**config.mk**
```make
export PLATFORM = sky130hd
export DESIGN_NAME = evt_irq_unit
export DESIGN_NICKNAME = d
export VERILOG_FILES = /design/src/rtl/evt_irq_pkg.sv /design/src/rtl/evt_irq_ctrl.sv /design/src/rtl/evt_irq_datapath.sv /design/src/rtl/evt_irq_unit.sv
export SDC_FILE = /design/constraint.sdc
export NUM_CORES = 1
export LEC_CHECK = 0
export BUFFER_PORTS_ARGS = -buffer_cell sky130_fd_sc_hd__buf_4
export CAP_MARGIN = 20
export CORE_ASPECT_RATIO = 1.4
export CORE_MARGIN = 5
export CORE_UTILIZATION = 25
export CTS_BUF_LIST = sky130_fd_sc_hd__clkbuf_4 sky130_fd_sc_hd__clkbuf_8 sky130_fd_sc_hd__clkbuf_16
export DETAILED_ROUTE_END_ITERATION = 8
export GPL_TIMING_DRIVEN = 1
export PLACE_DENSITY = 0.49
export SETUP_SLACK_MARGIN = 0.5
export SKIP_LAST_GASP = 1
export SYNTH_ARGS = -nofsm -noshare
export SYNTH_HDL_FRONTEND = slang
export SYNTH_HIERARCHICAL = 1
export SYNTH_SLANG_ARGS = --single-unit
```
**constraint.sdc**
```tcl
create_clock -name clk -period 1.65 [get_ports clk]
set_input_delay 0.2475 -clock clk [delete_from_list [all_inputs] [get_ports clk]]
set_output_delay 0.2475 -clock clk [all_outputs]
set_load 0.02 [all_outputs]
```
**src/rtl/evt_irq_pkg.sv**
```systemverilog
package evt_irq_pkg;

  localparam int ADDR_W = 3;

  // Register selects; the vector select must stay distinct from status.
  typedef enum logic [ADDR_W-1:0] {
    SEL_MASK = 3'd0,
    SEL_STAT = 3'd1,
    SEL_VEC  = 3'd2,
    SEL_DMA  = 3'd3,
    SEL_TEST = 3'd4
  } regSel_e;

  // Strobes passed from control to datapath.
  typedef struct packed {
    logic wrMask;
    logic wrStat;
    logic wrDma;
    logic wrTest;
    logic rdVec;
    logic rdAny;
  } strobes_t;

endpackage

```
**src/rtl/evt_irq_ctrl.sv**
```systemverilog
module evt_irq_ctrl
  import evt_irq_pkg::*;
(
  input  logic              wrEn,
  input  logic              rdEn,
  input  logic [ADDR_W-1:0] addr,
  output strobes_t          strb,
  output regSel_e           rdSel
);

  regSel_e sel;

  always_comb begin
    sel         = regSel_e'(addr);
    strb        = '0;
    strb.wrMask = wrEn && (sel == SEL_MASK);
    strb.wrStat = wrEn && (sel == SEL_STAT);
    strb.wrDma  = wrEn && (sel == SEL_DMA);
    strb.wrTest = wrEn && (sel == SEL_TEST);
    strb.rdVec  = rdEn && (sel == SEL_VEC);
    strb.rdAny  = rdEn;
    rdSel       = sel;
  end

endmodule

```
**src/rtl/evt_irq_datapath.sv**
```systemverilog
module evt_irq_datapath
  import evt_irq_pkg::*;
#(
  parameter int          DATA_W      = 16,
  parameter int          MASK_W      = 6,
  parameter int          BUSY_BIT    = 12,
  parameter int          RX_RDY_BIT  = 3,
  parameter int          TX_RDY_BIT  = 4,
  parameter int          RX_EN_BIT   = 15,
  parameter int          TX_EN_BIT   = 7,
  parameter int          TEST_EN_BIT = 15,
  parameter int          SELF_W      = 6,
  parameter logic [15:0] W1C_BITS    = 16'h0027
) (
  input  logic              clk,
  input  logic              rstN,
  input  strobes_t          strb,
  input  regSel_e           rdSel,
  input  logic [DATA_W-1:0] wrData,
  input  logic [DATA_W-1:0] evtSet,
  input  logic              busyIn,
  output logic [DATA_W-1:0] rdData,
  output logic              irqOut,
  output logic              rxDmaReq,
  output logic              txDmaReq
);

  localparam int VEC_W = $clog2(DATA_W + 1);
  localparam logic [DATA_W-1:0] STORE_MASK = ~(DATA_W'(1) << BUSY_BIT);
  localparam logic [DATA_W-1:0] SELF_MASK  = DATA_W'((64'd1 << SELF_W) - 64'd1);
  localparam logic [DATA_W-1:0] CLR_ALLOW  = DATA_W'(W1C_BITS);

  logic [DATA_W-1:0] statQ, statD;
  logic [MASK_W-1:0] maskQ;
  logic              rxEnQ, txEnQ, testEnQ;

  logic [DATA_W-1:0] pending;
  logic [DATA_W-1:0] lowOneHot;
  logic [VEC_W-1:0]  hitIdx;
  logic              hit;
  logic [VEC_W-1:0]  vecVal;
  logic [DATA_W-1:0] clrBits, setBits;

  assign pending = statQ & {{(DATA_W-MASK_W){1'b0}}, maskQ};

  // Lowest pending bit isolated as a one-hot word.
  assign lowOneHot = pending & (~pending + DATA_W'(1));

  always_comb begin
    hit    = 1'b0;
    hitIdx = '0;
    for (int i = DATA_W - 1; i >= 0; i--) begin
      if (pending[i]) begin
        hit    = 1'b1;
        hitIdx = VEC_W'(i);
      end
    end
    vecVal = hit ? hitIdx + VEC_W'(1) : '0;
  end

  // Status next state: clears first, engine and self-test sets win.
  always_comb begin
    clrBits = '0;
    if (strb.wrStat) clrBits = clrBits | (wrData & CLR_ALLOW);
    if (strb.rdVec)  clrBits = clrBits | lowOneHot;
    setBits = evtSet;
    if (strb.wrTest && wrData[TEST_EN_BIT]) setBits = setBits | SELF_MASK;
    statD = ((statQ & ~clrBits) | setBits) & STORE_MASK;
  end

  always_ff @(posedge clk or negedge rstN) begin
    if (!rstN) begin
      statQ <= '0;
    end else begin
      statQ <= statD;
    end
  end

  always_ff @(posedge clk or negedge rstN) begin
    if (!rstN) begin
      maskQ <= '0;
    end else if (strb.wrMask) begin
      maskQ <= wrData[MASK_W-1:0];
    end else if (strb.wrDma) begin
      if (wrData[RX_EN_BIT]) maskQ[RX_RDY_BIT] <= 1'b0;
      if (wrData[TX_EN_BIT]) maskQ[TX_RDY_BIT] <= 1'b0;
    end
  end

  always_ff @(posedge clk or negedge rstN) begin
    if (!rstN) begin
      rxEnQ   <= 1'b0;
      txEnQ   <= 1'b0;
      testEnQ <= 1'b0;
    end else begin
      if (strb.wrDma) begin
        rxEnQ <= wrData[RX_EN_BIT];
        txEnQ <= wrData[TX_EN_BIT];
      end
      if (strb.wrTest) testEnQ <= wrData[TEST_EN_BIT];
    end
  end

  always_comb begin
    rdData = '0;
    if (strb.rdAny) begin
      case (rdSel)
        SEL_MASK: rdData = {{(DATA_W-MASK_W){1'b0}}, maskQ};
        SEL_STAT: rdData = statQ | (DATA_W'(busyIn) << BUSY_BIT);
        SEL_VEC:  rdData = {{(DATA_W-VEC_W){1'b0}}, vecVal};
        SEL_DMA:  rdData = (DATA_W'(rxEnQ) << RX_EN_BIT) | (DATA_W'(txEnQ) << TX_EN_BIT);
        SEL_TEST: rdData = DATA_W'(testEnQ) << TEST_EN_BIT;
        default:  rdData = '0;
      endcase
    end
  end

  assign irqOut   = |pending;
  assign rxDmaReq = statQ[RX_RDY_BIT] & rxEnQ;
  assign txDmaReq = statQ[TX_RDY_BIT] & txEnQ;

endmodule

```
**src/rtl/evt_irq_unit.sv**
```systemverilog
module evt_irq_unit
  import evt_irq_pkg::*;
#(
  parameter int DATA_W = 16,
  parameter int MASK_W = 6
) (
  input  logic              clk,
  input  logic              rstN,
  input  logic              wrEn,
  input  logic              rdEn,
  input  logic [ADDR_W-1:0] addr,
  input  logic [DATA_W-1:0] wrData,
  input  logic [DATA_W-1:0] evtSet,
  input  logic              busyIn,
  output logic [DATA_W-1:0] rdData,
  output logic              irqOut,
  output logic              rxDmaReq,
  output logic              txDmaReq
);

  strobes_t strb;
  regSel_e  rdSel;

  evt_irq_ctrl u_ctrl (
    .wrEn  (wrEn),
    .rdEn  (rdEn),
    .addr  (addr),
    .strb  (strb),
    .rdSel (rdSel)
  );

  evt_irq_datapath #(
    .DATA_W (DATA_W),
    .MASK_W (MASK_W)
  ) u_dp (
    .clk      (clk),
    .rstN     (rstN),
    .strb     (strb),
    .rdSel    (rdSel),
    .wrData   (wrData),
    .evtSet   (evtSet),
    .busyIn   (busyIn),
    .rdData   (rdData),
    .irqOut   (irqOut),
    .rxDmaReq (rxDmaReq),
    .txDmaReq (txDmaReq)
  );

endmodule

```
==> key figures, run 1 <==
Setup path
  • Crit path DAT: 1770 ps
  • Crit path from: u_dp/maskQ[4]$_DFFE_PN0P_
  • FF-to-FF Start: u_dp/statQ[1]$_DFF_PN0_
  • Worst R2R Setup Slack: 70 ps
  • CP Class: flop to output pin
  • Critical Path Sink Type: output pin
  • FF-to-FF End: u_dp/statQ[3]$_DFF_PN0_
  • Worst path bufs/invs: 1
  • Worst-path cell chain: nand2_1 -> a32oi_2 -> o21ai_2 -> ha_2 -> and3_1 -> o31a_1 -> buf_6
  • Startpoint Class: flop
  • Reg2Reg Depth: 7
  • CP top delay family: compound AO/OA/AOI/OAI gates
  • Slowest Stage Delay on Critical Path: 390 ps
  • WP data required: 1400 ps
  • Largest fanout on the critical path: 2
  • Slowest-stage cell, CP: dfrtp_1

Logic synthesis
  • Warnings from Yosys: 6
  • Syn Area/Cell: 10.2 µm²
  • Cell taking the most area after synthesis: dfrtp_1
  • Top-area cell type share of the netlist area: 0.445
  • Sequential share of the synthesized area: 0.445
  • Post-Syn Area: 1350 µm²
  • Synth cell types: 35
  • Top cells by area, synth: dfrtp_1 (44%), mux2i_1 (5.9%), and2_1 (5.1%)
  • Syn nets: 173
  • Mapped Cells: 132
  • Flops & latches, synth: 24

Die
  • Width of the chip: 72.1 µm
  • Core Box Area: 5200 µm²
  • Initial Util: 0.260
  • Die Span Y: 97.0 µm
  • Die Footprint: 6990 µm²
  • Top Ports: 59
  • # rows: 31

Global routing
  • Largest net degree at the start of global routing: 25
  • Initial antenna violation count: 0
  • Global-route wire length before repair: 6820 µm
  • Vias in the first global route: 1,443
  • Overflow after GRT: 0
  • Gr usage total: 0.122

CTS
  • Worst-path clk slew: 80 ps
  • CTS tree: done
  • CTS max path bufs: 2
  • TritonCTS Buffers: 3
  • H-tree levels: 1
  • Skew-Pair Late Insertion Delay: 260 ps
  • CTS Sinks: 24
  • Root buf cell: clkbuf_8

Pwr
  • Sw Pwr: 0.000541 W
  • Pwr Total: 0.00181 W
  • Combinational group share of total power: 0.429
  • Pleak: 1.06 nW
  • Peak supply drop: 491 µV
  • Net Sw Frac: 0.299
  • Power density cells: 725 nW/µm²
  • Pint: 0.00127 W
  • Part of the power in registers: 0.384
  • Clock power frac: 0.188

Placement
  • Post-Place Setup Slack: -118 ps
  • Placed cells: 256
  • RD Place Congestion: 0.795
  • IO buf count: 49
  • Post-DP HPWL: 3130 µm

Cells and area
  • Layout cells sized above 1: 0.693
  • Diodes inserted: 0
  • Final #Nets: 261
  • Area growth syn-to-layout: 84.7%
  • Non-Filler Instances: 284

Route
  • Routed Antenna Nets: 0
  • DRC Markers: 0
  • Post-DR vias/cell: 4.70
  • DR iter-0 viols: 45
  • Met2 wire length: 2470 µm
  • Met1 WL: 1480 µm
  • Drt pass-1 iters: 4
  • Top sig layer: met4
  • Met3 wire length: 317 µm
  • Routed len/inst: 15.2 µm
  • Vias after detailed routing: 1,336
  • WL final: 4320 µm

STA
  • Max transition margin: 0.788
  • Final hold violation count: 0
  • Sum Neg Setup Slack: -1090 ps
  • Final setup viols: 4
  • Skew final: 3.08 ps
  • Minimum clock period: 2020 ps
  • RSZ-0062 raised after global routing: yes
  • Max-slew violation count: 0
  • Top achievable clock speed: 495 MHz
  • Worst setup margin: -371 ps
  • Worst slew pin tran: 319 ps
  • Final worst-path cycle share: 1.22

Worst hold path
  • Hold worst-path end: u_dp/statQ[6]$_DFF_PN0_
  • Hold Path Class: primary input to flop
  • Worst Hold Depth: 2
  • Hold path start: evtSet[6]

Run status
  • Failing checks: setup timing
  • Status: complete, but fails checks

Run
  • Max Cap Violations: 0
## through the flow
stage               area [µm²]   util  hold WS [ps]
floorplan                 1470      -         -48.1
global placement          1970  0.378           163
detailed placement        1970  0.378           173
CTS                       2360  0.455           158
global route              2490  0.480           161
finish                    2490  0.480           167
## layout by cell type (no fill, tap or decap), types with 2 or more instances in the layout
master	count
buf_4	57
buf_6	27
dfrtp_1	21
nand2_1	15
and2_4	12
or2_2	9
mux2i_1	5
nor2_4	4
nand3_1	4
mux2_4	4
clkbuf_8	3
buf_12	3
mux2i_4	3
a311o_1	3
a211o_1	3
dfrtp_2	3
buf_8	2
and4bb_2	2
nor2_1	2
a22oi_2	2
nand3_2	2
inv_1	2
o21ai_0	2
o21ai_1	2
## cell type report
type	count	area [µm²]
Clock buffer	3	41.3
Inverter	3	11.3
Timing Repair Buffer	91	865
Sequential cell	24	604
Fill cell	507	2700
Multi-Input combinational cell	97	890
Tap cell	66	82.6
## worst max-delay path by stage
stage | end | slack, ps | cells past startpoint
4_1_cts | rdData[2] | -390 | 7
2_1_floorplan | rdData[2] | 20 | 6
3_3_place_gp | rdData[2] | -100 | 6
3_5_place_dp | rdData[2] | -120 | 6
6_report | rdData[2] | -370 | 7
5_1_grt | rdData[2] | -430 | 7
## flip-flops by register name (all words and copies together) (netlist names)
signal / cells
u_dp/maskQ: 6
u_dp/rxEnQ: 1
u_dp/statQ: 15
u_dp/testEnQ: 1
u_dp/txEnQ: 1
## synth_stat cells (all sizes together)
| cell | instances |
|---|---|
| clkbuf | 2 |
| mux2i | 8 |
| mux2 | 5 |
| o31a | 1 |
| a22oi | 4 |
| and3 | 1 |
| a211o | 3 |
| and2 | 12 |
| buf | 6 |
| o21a | 1 |
| o21ai | 5 |
| and4bb | 3 |
| nor4b | 2 |
| nor2b | 3 |
| ha | 1 |
| inv | 3 |
| o22ai | 2 |
| a311o | 3 |
| and4b | 1 |
| nand4 | 1 |
| nor4bb | 1 |
| nand3 | 6 |
| dfrtp | 24 |
| a32oi | 1 |
| nor2 | 6 |
| nand2b | 1 |
| or2 | 9 |
| nand2 | 16 |
| nor3b | 1 |
## worst register-to-register path: stages, from the launching register on
cell and delay, ps:
dfrtp_1 440, a22oi_2 200, buf_4 150, buf_6 90, buf_4 90, and2_4 160, nand3_1 90, a211o_1 260
## per-layer routing
metal / track usage / vias up
met2: 0.222 / 35
met1: 0.132 / 658
li1: - / 639
met5: 0 / -
met4: 0.0420 / 0
met3: 0.0322 / 4
## power groups by stage
stage	registers, W	clock network, W	logic [W]
4_1_cts	0.000688	0.000361	0.000693
5_1_grt	0.000701	0.000378	0.000834
2_1_floorplan	0.000693	0	0.000284
6_report	0.000694	0.000339	0.000775
3_5_place_dp	0.000699	0	0.000530
3_3_place_gp	0.000696	0	0.000517
## kinds of logic after synthesis
| logic type | Yosys count | synth area share |
|---|---|---|
| compound gates | 20 | 0.124 |
| fa+ha+maj | 1 | 0.00927 |
| mux | 13 | 0.101 |
| flops | 24 | 0.445 |
| buf+inv | 11 | 0.0436 |
| simple gates | 63 | 0.277 |
## timing repair
item / in CTS / in global routing
hold buffers: 1 / 0
setup buffers: 15 / 8
gates resized for setup: 42 / 19
cloned: 1 / 0
endpoints found under the hold margin: 24 / 0
endpoints found under the setup margin: 27 / 29
pin swaps: 24 / 10
Note: power is estimated with default switching activity, not from simulation.
==> run 2, diff against run 1 <==
- SKIP_CTS_REPAIR_TIMING: default -> 1
==> run 2 against run 1 <==
- the run still ends with setup timing left
- power fell by 5.9%
- sequential power barely moved
- non-clock buffer count fell by 14
- critical path depth did not move
- final area fell by 7.7%
- core utilization fell by 3.7 points
- via count fell by 5.6%
- count of clock-buffer cells in the layout did not move
==> key figures, run 2 (same netlist as run 1, synthesis figures left out) <==
Global routing
  • Vias in the first global route: 1,343
  • Gr usage total: 0.111
  • Initial antenna violation count: 0
  • Global-route wire length before repair: 6130 µm
  • Largest net degree at the start of global routing: 25
  • Overflow after GRT: 0

STA
  • Final setup viols: 4
  • Worst setup margin: -361 ps
  • Minimum clock period: 2010 ps
  • Worst slew pin tran: 318 ps
  • RSZ-0062 raised after global routing: yes
  • Max transition margin: 0.788
  • Final worst-path cycle share: 1.22
  • Skew final: 3.09 ps
  • Final hold violation count: 0
  • Top achievable clock speed: 497 MHz
  • Sum Neg Setup Slack: -1040 ps
  • Max-slew violation count: 0

Setup path
  • WP data required: 1400 ps
  • Critical Path Sink Type: output pin
  • Slowest-stage cell, CP: dfrtp_1
  • Slowest Stage Delay on Critical Path: 380 ps
  • Startpoint Class: flop
  • CP Class: flop to output pin
  • CP top delay family: compound AO/OA/AOI/OAI gates
  • Worst path bufs/invs: 1
  • Worst-path cell chain: nand2_2 -> a32oi_2 -> o21ai_2 -> ha_4 -> and3_1 -> o31a_1 -> buf_6
  • Crit path DAT: 1760 ps
  • Largest fanout on the critical path: 2

Pwr
  • Net Sw Frac: 0.308
  • Clock power frac: 0.200
  • Combinational group share of total power: 0.392
  • Sw Pwr: 0.000524 W
  • Power density cells: 739 nW/µm²
  • Part of the power in registers: 0.408
  • Pleak: 0.955 nW
  • Pwr Total: 0.00170 W
  • Pint: 0.00118 W
  • Peak supply drop: 457 µV

Cells and area
  • Layout cells sized above 1: 0.652
  • Commonest non-fill, non-tap cell in the layout: buf_4
  • Non-Filler Instances: 270
  • Area growth syn-to-layout: 70.4%
  • Diodes inserted: 0
  • Most frequent cells in the layout: buf_4 (56), dfrtp_1 (21), buf_6 (17)
  • Most flops, register: u_dp/statQ
  • Final #Nets: 247
  • Max reg flops: 15
  • Largest regs: u_dp/statQ x15, u_dp/maskQ x6

Route
  • Drt pass-1 iters: 4
  • Post-DR vias/cell: 4.67
  • Top sig layer: met4
  • Vias after detailed routing: 1,261
  • DRC Markers: 0
  • Met1 WL: 1390 µm
  • WL final: 3970 µm
  • Routed Antenna Nets: 0
  • DR iter-0 viols: 26
  • Met2 wire length: 2270 µm
  • Routed len/inst: 14.7 µm
  • Met3 wire length: 271 µm

CTS
  • TritonCTS Buffers: 3
  • Worst-path clk slew: 80 ps
  • CTS Sinks: 24
  • Skew-Pair Late Insertion Delay: 260 ps
  • CTS tree: done
  • H-tree levels: 1
  • Root buf cell: clkbuf_8
  • CTS max path bufs: 2

Die
  • Top Ports: 59
  • Initial Util: 0.260
  • Die Span Y: 97.0 µm
  • Width of the chip: 72.1 µm
  • Core Box Area: 5200 µm²
  • Die Footprint: 6990 µm²
  • # rows: 31

Worst hold path
  • Hold Path Class: primary input to flop

Placement
  • Placed cells: 256
  • Post-DP HPWL: 3130 µm
  • IO buf count: 49
  • RD Place Congestion: 0.795

Run status
  • Status: complete, but fails checks
  • Failing checks: setup timing

Run
  • Max Cap Violations: 0
[run 2: cell count changes in the layout (fill, tap and decap cells not counted), moves of 2 or more]
cell / change
and2_1: +2
and2_4: -2
mux2_1: +3
mux2_4: -3
buf_12: -2
buf_6: -10
[run 2: worst paths after layout]
check | startpoint | to | slack, ps | cells after the start
setup / recovery | u_dp/maskQ[4]$_DFFE_PN0P_ | rdData[2] | -360 | 7
hold / removal | evtSet[6] | u_dp/statQ[6]$_DFF_PN0_ | 170 | 2
setup reg to reg | u_dp/maskQ[1]$_DFFE_PN0P_ | u_dp/statQ[5]$_DFF_PN0_ | 170 | 5
hold reg to reg | u_dp/statQ[7]$_DFF_PN0_ | u_dp/statQ[7]$_DFF_PN0_ | 470 | 1
max in group asynchronous | rstN | u_dp/maskQ[2]$_DFFE_PN0P_ | 970 | 2
min in group asynchronous | rstN | u_dp/statQ[14]$_DFF_PN0_ | 420 | 2
[run 2: per-layer routing]
metal,track usage,vias up
met2,0.200,31
met3,0.0301,4
met5,0,-
met1,0.119,613
met4,0.0420,0
li1,-,613
[run 2: power by group through the flow]
stage,clock (W),sequential (W),combinational [W]
after global routing,0.000378,0.000701,0.000727
after global placement,0,0.000696,0.000517
final,0.000340,0.000694,0.000667
after floorplan,0,0.000693,0.000284
after detailed placement,0,0.000699,0.000530
after CTS,0.000361,0.000688,0.000531
[run 2: per-stage QoR]
step | area, µm² | setup WS [ps] | util | hold WS [ps]
2_1_floorplan | 1470 | 22.1 | - | -48.1
3_3_place_gp | 1970 | -101 | 0.378 | 163
3_5_place_dp | 1970 | -118 | 0.378 | 173
4_1_cts | 2010 | -435 | 0.386 | -122
5_1_grt | 2300 | -424 | 0.443 | 161
6_report | 2300 | -361 | 0.443 | 166
[run 2: final cells by class]
type	count	area (µm²)
well taps	66	82.6
flip-flops and latches	24	604
repair buffers	77	672
fillers	530	2900
multi-input cells	97	887
clock buffers	3	41.3
inverters	3	13.8
